**config.mk**
```make
export PLATFORM = sky130hd
export DESIGN_NAME = tmr_oc_channel
export DESIGN_NICKNAME = d
export VERILOG_FILES = /design/src/rtl/oc_pkg.sv /design/src/rtl/oc_cfg_regs.sv /design/src/rtl/oc_cmp_shadow.sv /design/src/rtl/oc_ref_gen.sv /design/src/rtl/tmr_oc_channel.sv
export SDC_FILE = /design/constraint.sdc
export NUM_CORES = 1
export LEC_CHECK = 0
export BUFFER_PORTS_ARGS = -buffer_cell sky130_fd_sc_hd__buf_2
export CAP_MARGIN = 20
export CORE_MARGIN = 2
export CORE_UTILIZATION = 30
export CTS_BUF_LIST = sky130_fd_sc_hd__clkbuf_2
export DETAILED_ROUTE_END_ITERATION = 7
export HOLD_SLACK_MARGIN = 0.08
export SLEW_MARGIN = 20
export SYNTH_ARGS = -nofsm -noshare
export SYNTH_HDL_FRONTEND = slang
export SYNTH_HIERARCHICAL = 1
export SYNTH_SLANG_ARGS = --single-unit
export TNS_END_PERCENT = 5
```
**constraint.sdc**
```tcl
create_clock -name clk -period 1.45 [get_ports clk]
set_input_delay 0.145 -clock clk [delete_from_list [all_inputs] [get_ports clk]]
set_output_delay 0.145 -clock clk [all_outputs]
set_load 0.02 [all_outputs]
```
**src/rtl/oc_pkg.sv**
```systemverilog
package oc_pkg;

  typedef enum logic [2:0] {
    OCM_FREEZE = 3'b000,
    OCM_SET    = 3'b001,
    OCM_CLR    = 3'b010,
    OCM_TOG    = 3'b011,
    OCM_LOW    = 3'b100,
    OCM_HIGH   = 3'b101,
    OCM_PWM_LO = 3'b110,
    OCM_PWM_HI = 3'b111
  } oc_mode_e;

  localparam logic [1:0] DIR_OUT  = 2'b00;
  localparam logic [1:0] PROT_TOP = 2'b11;

  typedef struct packed {
    oc_mode_e mode;
    logic     pre_en;
    logic     fast_en;
    logic     clr_en;
  } oc_cfg_t;

endpackage

```
**src/rtl/oc_cfg_regs.sv**
```systemverilog
module oc_cfg_regs
  import oc_pkg::*;
(
  input  logic       clk,
  input  logic       rst_n,
  input  logic       chan_en,
  input  logic [1:0] prot_lvl,
  input  logic       wr_dir,
  input  logic [1:0] dir_wdata,
  input  logic       wr_cfg,
  input  oc_cfg_t    cfg_wdata,
  output logic [1:0] dir_q,
  output oc_cfg_t    cfg_q
);

  logic       dir_ce;
  logic       cfg_ce;
  logic       locked;
  logic [1:0] dir_d;
  oc_cfg_t    cfg_d;

  // role field only moves while the channel is disabled
  assign dir_ce = wr_dir & ~chan_en;
  assign cfg_ce = wr_cfg;
  assign locked = (prot_lvl == PROT_TOP) && (dir_q == DIR_OUT);

  always_comb begin
    dir_d = dir_wdata;
    cfg_d = cfg_q;
    cfg_d.fast_en = cfg_wdata.fast_en;
    cfg_d.clr_en  = cfg_wdata.clr_en;
    if (!locked) begin
      cfg_d.mode   = cfg_wdata.mode;
      cfg_d.pre_en = cfg_wdata.pre_en;
    end
  end

  always_ff @(posedge clk or negedge rst_n) begin
    if (!rst_n) begin
      dir_q <= DIR_OUT;
    end else if (dir_ce) begin
      dir_q <= dir_d;
    end
  end

  always_ff @(posedge clk or negedge rst_n) begin
    if (!rst_n) begin
      cfg_q <= '{mode: OCM_FREEZE, pre_en: 1'b0, fast_en: 1'b0, clr_en: 1'b0};
    end else if (cfg_ce) begin
      cfg_q <= cfg_d;
    end
  end

endmodule

```
**src/rtl/oc_cmp_shadow.sv**
```systemverilog
module oc_cmp_shadow #(
  parameter int unsigned CNT_W = 16
) (
  input  logic             clk,
  input  logic             rst_n,
  input  logic             pre_en,
  input  logic             wr_cmp,
  input  logic [CNT_W-1:0] cmp_wdata,
  input  logic             upd_evt,
  output logic [CNT_W-1:0] cmp_act
);

  logic [CNT_W-1:0] pre_q;
  logic [CNT_W-1:0] act_d;
  logic             pre_ce;
  logic             act_ce;

  assign pre_ce = wr_cmp;
  assign act_ce = (pre_en & upd_evt) | (~pre_en & wr_cmp);

  // update transfer uses the preload content held before this cycle's write
  always_comb begin
    act_d = pre_en ? pre_q : cmp_wdata;
  end

  always_ff @(posedge clk or negedge rst_n) begin
    if (!rst_n) begin
      pre_q <= '0;
    end else if (pre_ce) begin
      pre_q <= cmp_wdata;
    end
  end

  always_ff @(posedge clk or negedge rst_n) begin
    if (!rst_n) begin
      cmp_act <= '0;
    end else if (act_ce) begin
      cmp_act <= act_d;
    end
  end

endmodule

```
**src/rtl/oc_ref_gen.sv**
```systemverilog
module oc_ref_gen
  import oc_pkg::*;
#(
  parameter int unsigned CNT_W = 16
) (
  input  logic             clk,
  input  logic             rst_n,
  input  logic [CNT_W-1:0] cnt_val,
  input  logic [CNT_W-1:0] cmp_act,
  input  logic [1:0]       dir_q,
  input  oc_cfg_t          cfg_q,
  input  logic             trig_pulse,
  input  logic             ext_clr,
  output logic             oc_ref
);

  logic hit;
  logic below;
  logic above;
  logic ref_mode;
  logic ref_d;
  logic ref_ce;

  assign hit   = (cnt_val == cmp_act) | (cfg_q.fast_en & trig_pulse);
  assign below = (cnt_val < cmp_act);
  assign above = (cnt_val > cmp_act);

  always_comb begin
    ref_mode = oc_ref;
    unique case (cfg_q.mode)
      OCM_FREEZE: ref_mode = oc_ref;
      OCM_SET:    ref_mode = hit ? 1'b1 : oc_ref;
      OCM_CLR:    ref_mode = hit ? 1'b0 : oc_ref;
      OCM_TOG:    ref_mode = hit ? ~oc_ref : oc_ref;
      OCM_LOW:    ref_mode = 1'b0;
      OCM_HIGH:   ref_mode = 1'b1;
      OCM_PWM_LO: ref_mode = below;
      OCM_PWM_HI: ref_mode = above;
      default:    ref_mode = oc_ref;
    endcase
  end

  // external clear wins over every behaviour code
  assign ref_d  = (cfg_q.clr_en & ext_clr) ? 1'b0 : ref_mode;
  assign ref_ce = (dir_q == DIR_OUT);

  always_ff @(posedge clk or negedge rst_n) begin
    if (!rst_n) begin
      oc_ref <= 1'b0;
    end else if (ref_ce) begin
      oc_ref <= ref_d;
    end
  end

endmodule

```
**src/rtl/tmr_oc_channel.sv**
```systemverilog
module tmr_oc_channel
  import oc_pkg::*;
#(
  parameter int unsigned CNT_W = 16,
  parameter int unsigned SYNC_STAGES = 2
) (
  input  logic             clk,
  input  logic             rst_n,
  input  logic [CNT_W-1:0] cnt_val,
  input  logic             upd_evt,
  input  logic             trig_pulse,
  input  logic             ext_clr,
  input  logic             chan_en,
  input  logic [1:0]       prot_lvl,
  input  logic             wr_dir,
  input  logic [1:0]       dir_wdata,
  input  logic             wr_cfg,
  input  logic [2:0]       cfg_mode,
  input  logic             cfg_pre_en,
  input  logic             cfg_fast_en,
  input  logic             cfg_clr_en,
  input  logic             wr_cmp,
  input  logic [CNT_W-1:0] cmp_wdata,
  output logic             oc_ref,
  output logic [1:0]       rd_dir,
  output logic [2:0]       rd_mode,
  output logic             rd_pre_en,
  output logic             rd_fast_en,
  output logic             rd_clr_en,
  output logic [CNT_W-1:0] rd_cmp
);

  localparam int unsigned SYNC_MSB = SYNC_STAGES - 1;

  logic [SYNC_MSB:0] rst_pipe;
  logic              rst_n_s;
  oc_cfg_t           cfg_w;
  oc_cfg_t           cfg_q;
  logic [1:0]        dir_q;
  logic [CNT_W-1:0]  cmp_act;

  // asynchronous assert, synchronous release
  generate
    if (SYNC_STAGES == 1) begin : g_sync1
      always_ff @(posedge clk or negedge rst_n) begin
        if (!rst_n) rst_pipe <= '0;
        else        rst_pipe <= 1'b1;
      end
    end else begin : g_syncn
      always_ff @(posedge clk or negedge rst_n) begin
        if (!rst_n) rst_pipe <= '0;
        else        rst_pipe <= {rst_pipe[SYNC_MSB-1:0], 1'b1};
      end
    end
  endgenerate
  assign rst_n_s = rst_pipe[SYNC_MSB];

  assign cfg_w = '{mode:    oc_mode_e'(cfg_mode),
                   pre_en:  cfg_pre_en,
                   fast_en: cfg_fast_en,
                   clr_en:  cfg_clr_en};

  oc_cfg_regs u_cfg (
    .clk       (clk),
    .rst_n     (rst_n_s),
    .chan_en   (chan_en),
    .prot_lvl  (prot_lvl),
    .wr_dir    (wr_dir),
    .dir_wdata (dir_wdata),
    .wr_cfg    (wr_cfg),
    .cfg_wdata (cfg_w),
    .dir_q     (dir_q),
    .cfg_q     (cfg_q)
  );

  oc_cmp_shadow #(.CNT_W(CNT_W)) u_cmp (
    .clk       (clk),
    .rst_n     (rst_n_s),
    .pre_en    (cfg_q.pre_en),
    .wr_cmp    (wr_cmp),
    .cmp_wdata (cmp_wdata),
    .upd_evt   (upd_evt),
    .cmp_act   (cmp_act)
  );

  oc_ref_gen #(.CNT_W(CNT_W)) u_ref (
    .clk        (clk),
    .rst_n      (rst_n_s),
    .cnt_val    (cnt_val),
    .cmp_act    (cmp_act),
    .dir_q      (dir_q),
    .cfg_q      (cfg_q),
    .trig_pulse (trig_pulse),
    .ext_clr    (ext_clr),
    .oc_ref     (oc_ref)
  );

  assign rd_dir     = dir_q;
  assign rd_mode    = cfg_q.mode;
  assign rd_pre_en  = cfg_q.pre_en;
  assign rd_fast_en = cfg_q.fast_en;
  assign rd_clr_en  = cfg_q.clr_en;
  assign rd_cmp     = cmp_act;

endmodule

```
======== Word level (Yosys, flattened, before mapping) ========
Cells that the tools add are included.
storage, ports and cells
  register bits after elaboration ......... 43
  input port bits ......................... 51
  output and inout port bits .............. 25
  logic and storage cells ................. 46
operators by class
  $lt $le $gt $ge ......................... 2
  equality and inequality tests ........... 13
  muxes and demuxes ....................... 6
  bitwise operators ....................... 11
  reductions and logical operators ........ 5
operators by type and width
  kind                  number
  $eq A16 B16 Y1        1
  $gt A16 B16 Y1        1
  $lt A16 B16 Y1        1
  $mux W16              1
  $eq A3 B3 Y1 const B  4
  $ne A3 B1 Y1 const B  3
  $pmux W1 S7           1
  $eq A3 B2 Y1 const B  2
  $and A1 B1 Y1         5
  $reduce_and A5 Y1     1
  $mux W1               4
  $not A1 Y1            4
  $eq A3 B1 Y1 const B  1
  $logic_not A3 Y1      1
  $eq A2 B2 Y1 const B  1
  $logic_not A2 Y1      1
  $ne A2 B1 Y1 const B  1
  $or A1 B1 Y1          2
  $reduce_and A2 Y1     1
  $logic_and A1 B1 Y1   1

======== Logic depth before layout (Yosys ltp) ========
  depth in word-level cells ............... 5
  depth in mapped cells ................... 8
  depth with buffers taken out ............ 8

======== Cells and area by module ========
The synthesis kept the hierarchy.
modules (own cells, without submodules)
  module          times used  cells an instance  area each (µm²)  sequential area each (µm²)
  oc_cmp_shadow   1           104                1612.8           800.8
  oc_ref_gen      1           72                 539.3            25.0
  oc_cfg_regs     1           19                 321.6            200.2
  tmr_oc_channel  1           3                  53.8             50.0

======== Worst setup path after synthesis ========
OpenSTA, ideal clock, no wires.
  kind .................................... flip-flop to flip-flop
  from .................................... register u_cmp.cmp_act[14]
  to ...................................... register u_ref.oc_ref
  library setup time ...................... 127 ps
  arrival time ............................ 1937 ps
  required time ........................... 1323 ps
  path slack .............................. -614 ps
  stages on the path, launching flop included .. 9
  path buffers ............................ 0
  clock period less this slack ............ 2064 ps
  cell sequence ........................... dfrtp_1 inv_1 ha_1 nand4_2 or4_4 nor2_4 o21ai_2 a211oi_2 a21oi_1
on the way
  longest elaborated chain between the ends .. 4
  elaborated cells on any way between the ends .. 10
  those cells by class .................... order compare (2); eq/ne (4); mux (2); bitwise (1); reduce/logical (1)
RTL lines
  item                                                    RTL line             RTL
  start, declared                                         oc_cmp_shadow.sv:10  output logic [CNT_W-1:0] cmp_act
  start signal, assigned                                  oc_cmp_shadow.sv:38  cmp_act <= act_d;
  branches (longest 4 deep; another with $gt A16 B16 Y1)  n/a
  end signal, assigned                                    oc_ref_gen.sv:51     oc_ref <= ref_d;
  end, declared                                           oc_ref_gen.sv:14     output logic oc_ref
Several ways; the timed one is not identified.
A chain may end at the register's enable or synchronous reset.

======== Worst setup path in the final report ========
  from .................................... register u_cmp.cmp_act[10]
  to ...................................... register u_ref.oc_ref
Same word-level chain as after synthesis.

==> impl_metrics.ini <==
[detailed_routing]
met1_length_mm = 2.67
drc_errors = 0
dr.pass1.iters = 4
first_iter_violations = 13
drt-total-wl_mm = 5.97
route.met3.wl_um = 310
vias = 1933
met2_length_mm = 2.95
ant_nets = 0
vias_per_cell = 4.44
drt-wirelength-per-cell_um = 13.7
top_layer_used = met4

[global_route]
grt-ovfl-total = 0
grt_pass1_wl_mm = 9.52
grt_pass1_vias = 2040
antenna_found_initial = 0
grt_max_degree = 33
grt_usage_pct = 13.6

[timing]
fin_crit_ns = 1.94
rsz0062_at_grt = yes
final_max_slew_viol_count = 0
post-route-period-util_pct = 134
clock_skew_ns = 0.0295
setup_ws_ns = -0.490
max_freq_mhz = 515
hold_viol_final = 0
setup_viol = 1

[synthesis]
ys_types = 31
ys_ff_latch = 43
synth_top_area_cell = dfrtp_1
synth.yosys.warnings = 6
syn_area_um2 = 2530
synth_top_area_share_pct = 42.6
syn_avg_cell_area_um2 = 12.8
syn_nets = 265
yosysSeqAreaShare_pct = 42.6
yosys-top-cells-area = dfrtp_1 43%, mux2i_1 20%, mux2_4 8.3%
synthCells = 198

[worst_setup_path]
crit_arrival_ns = 2.27
crit_path_max_fanout = 4
cp-end-kind = register
r2r_slack_ns = -0.49
r2r-end = u_ref/oc_ref
rr_startpoint = u_cmp/cmp_act[10]
cp_slowest_stage_delay_ns = 0.58
required_ns = 1.78
slowest_stage = or4_4
critPathKind = register to register
start_kind = register
r2r_cells = 8
path_cells = inv_2 -> ha_4 -> nand4_1 -> or4_4 -> nor2_4 -> o21ai_2 -> a211oi_2 -> a21oi_1

[layout]
antenna_cells = 0
drive_gt1_share_pct = 48.2
final_common_cell = buf_2
nets = 396
utilization_pct = 44.2
final_cell_mix = 74 x buf_2, 50 x mux2i_1, 33 x dfrtp_1
areaGrowthSynthToFinish_pct = 42.8
final_area_um2 = 3610

[floorplan]
io_pins = 76
dieArea_um2 = 9170
fp.dieH_um = 95.8
initial_utilization_pct = 30.9
die_w_um = 95.8
num_rows = 33
coreArea_um2 = 8180

[pwr]
p_leak_nw = 1.83
total_power_w = 0.00377
vdd_ir_drop_max_mv = 0.451
pwr_density_cell_nw_per_um2 = 1040

[place]
placed_cell_area_um2 = 3190
dp_hpwl_mm = 4.26
place_congestion = 0.716
portBuffers = 75
post-place-ws_ns = -0.504

[clock_network]
cts_max_path_buffers = 2
cts-root-buf = clkbuf_2
clock-sinks = 43
clkLatencyLatePin_ns = 0.41
cts_buffers = 5
htree_levels = 2
cts_tree = built
postCtsSetupBuffers = 0
clkTransAtPathRegs_ns = 0.26

[run_status]
status = complete, but fails checks
violations = setup timing

[min_path]
hp-class = register to asynchronous set/reset pin

[run]
maxCapViolCount = 0
[sequential cells by signal, indices dropped and copies added, names as in the netlist]
| register | cells |
|---|---|
| u_cmp/cmp_act | 16 |
| u_cmp/pre_q | 16 |
| u_cfg/cfg_q | 6 |
| rst_pipe | 2 |
| u_cfg/dir_q | 2 |
| u_ref/oc_ref | 1 |
[synth_stat cells]
| master | count |
|---|---|
| mux2i_1 | 50 |
| dfrtp_1 | 43 |
| inv_1 | 17 |
| ha_1 | 16 |
| mux2_4 | 14 |
| mux2_2 | 10 |
| a21oi_1 | 8 |
| nand2_1 | 5 |
| buf_6 | 3 |
| nand3_1 | 3 |
| nor2_1 | 3 |
| a221o_1 | 2 |
| buf_4 | 2 |
| buf_8 | 2 |
| nand4_1 | 2 |
| nor2b_1 | 2 |
| nor3_1 | 2 |
| a2111oi_0 | 1 |
| a211oi_2 | 1 |
| a21o_1 | 1 |
| a21oi_2 | 1 |
| and3_1 | 1 |
| buf_12 | 1 |
| conb_1 | 1 |
| nand4_2 | 1 |
| nor2_4 | 1 |
| o211ai_1 | 1 |
| o21ai_0 | 1 |
| o21ai_2 | 1 |
| o31ai_4 | 1 |
| or4_4 | 1 |
[critical path, delay by kind of cell (launching register included)]
kind                       cells  cell delay [ns]
AOI/OAI and AO/OA              3             0.32
buffers and inverters          1             0.05
adders and majority gates      1             0.26
and+or+nand+nor                3             0.82
DFF                            1             0.44
[layer usage]
metal,GRT usage (%),up-vias
met5,0,-
li1,-,969
met2,23.7,47
met1,16.9,912
met3,3.37,5
met4,3.57,0
[cell type report]
class                      count  area, um2
fill                         780       4570
multi-input combinational    130       1360
sequential                    43       1090
timing repair buffer         132        925
tap                          105        131
inverter                      17       63.8
clock buffer                   5       25.0
clock inverter                 3       20.0
[kinds of logic (layout without fill, tap and decap cells)]
kind of cell	count (synthesis)	in the layout	synth area share (%)
muxes	74	74	32.6
DFF	43	43	42.6
buffers and inverters	25	157	6.44
and+or+nand+nor	21	21	4.80
AOI/OAI and AO/OA	18	18	5.54
adders and majority gates	16	16	7.92
other	1	1	0.148
[power breakdown]
part / switching, W / internal, W / leakage (nW) / total, W
Sequential: 0.000142 / 0.00141 / 0.493 / 0.00155
Combinational: 0.000821 / 0.000848 / 1.31 / 0.00167
Clock: 0.000429 / 0.000116 / 0.0266 / 0.000545
[stage by stage]
stage          TNS (ns)  cells  hold slack (ns)
2_1_floorplan    -0.457    198           -0.151
3_3_place_gp     -0.490    396          -0.0676
3_5_place_dp     -0.504    396          -0.0666
4_1_cts          -0.477    435            0.170
5_1_grt          -0.582    435            0.203
6_report         -0.490    435            0.216
[worst max-delay path by stage]
stage,start,to,slack (ns),cells past startpoint
after CTS,u_cmp/cmp_act[8],u_ref/oc_ref,-0.48,8
after detailed placement,u_cmp/cmp_act[7],u_ref/oc_ref,-0.50,8
after global placement,u_cmp/cmp_act[7],u_ref/oc_ref,-0.49,8
after floorplan,u_cmp/cmp_act[9],u_ref/oc_ref,-0.46,8
after global routing,u_cmp/cmp_act[10],u_ref/oc_ref,-0.56,8
final,u_cmp/cmp_act[10],u_ref/oc_ref,-0.49,8
[timing repair]
| item | in CTS | in global routing |
|---|---|---|
| hold buffers | 31 | 0 |
| endpoints found under the hold margin | 43 | 0 |
| endpoints found under the setup margin | 2 | 2 |
| pin swaps | 1 | 0 |
| resized for setup | 10 | 0 |
Power figures use the tool's default switching activity.
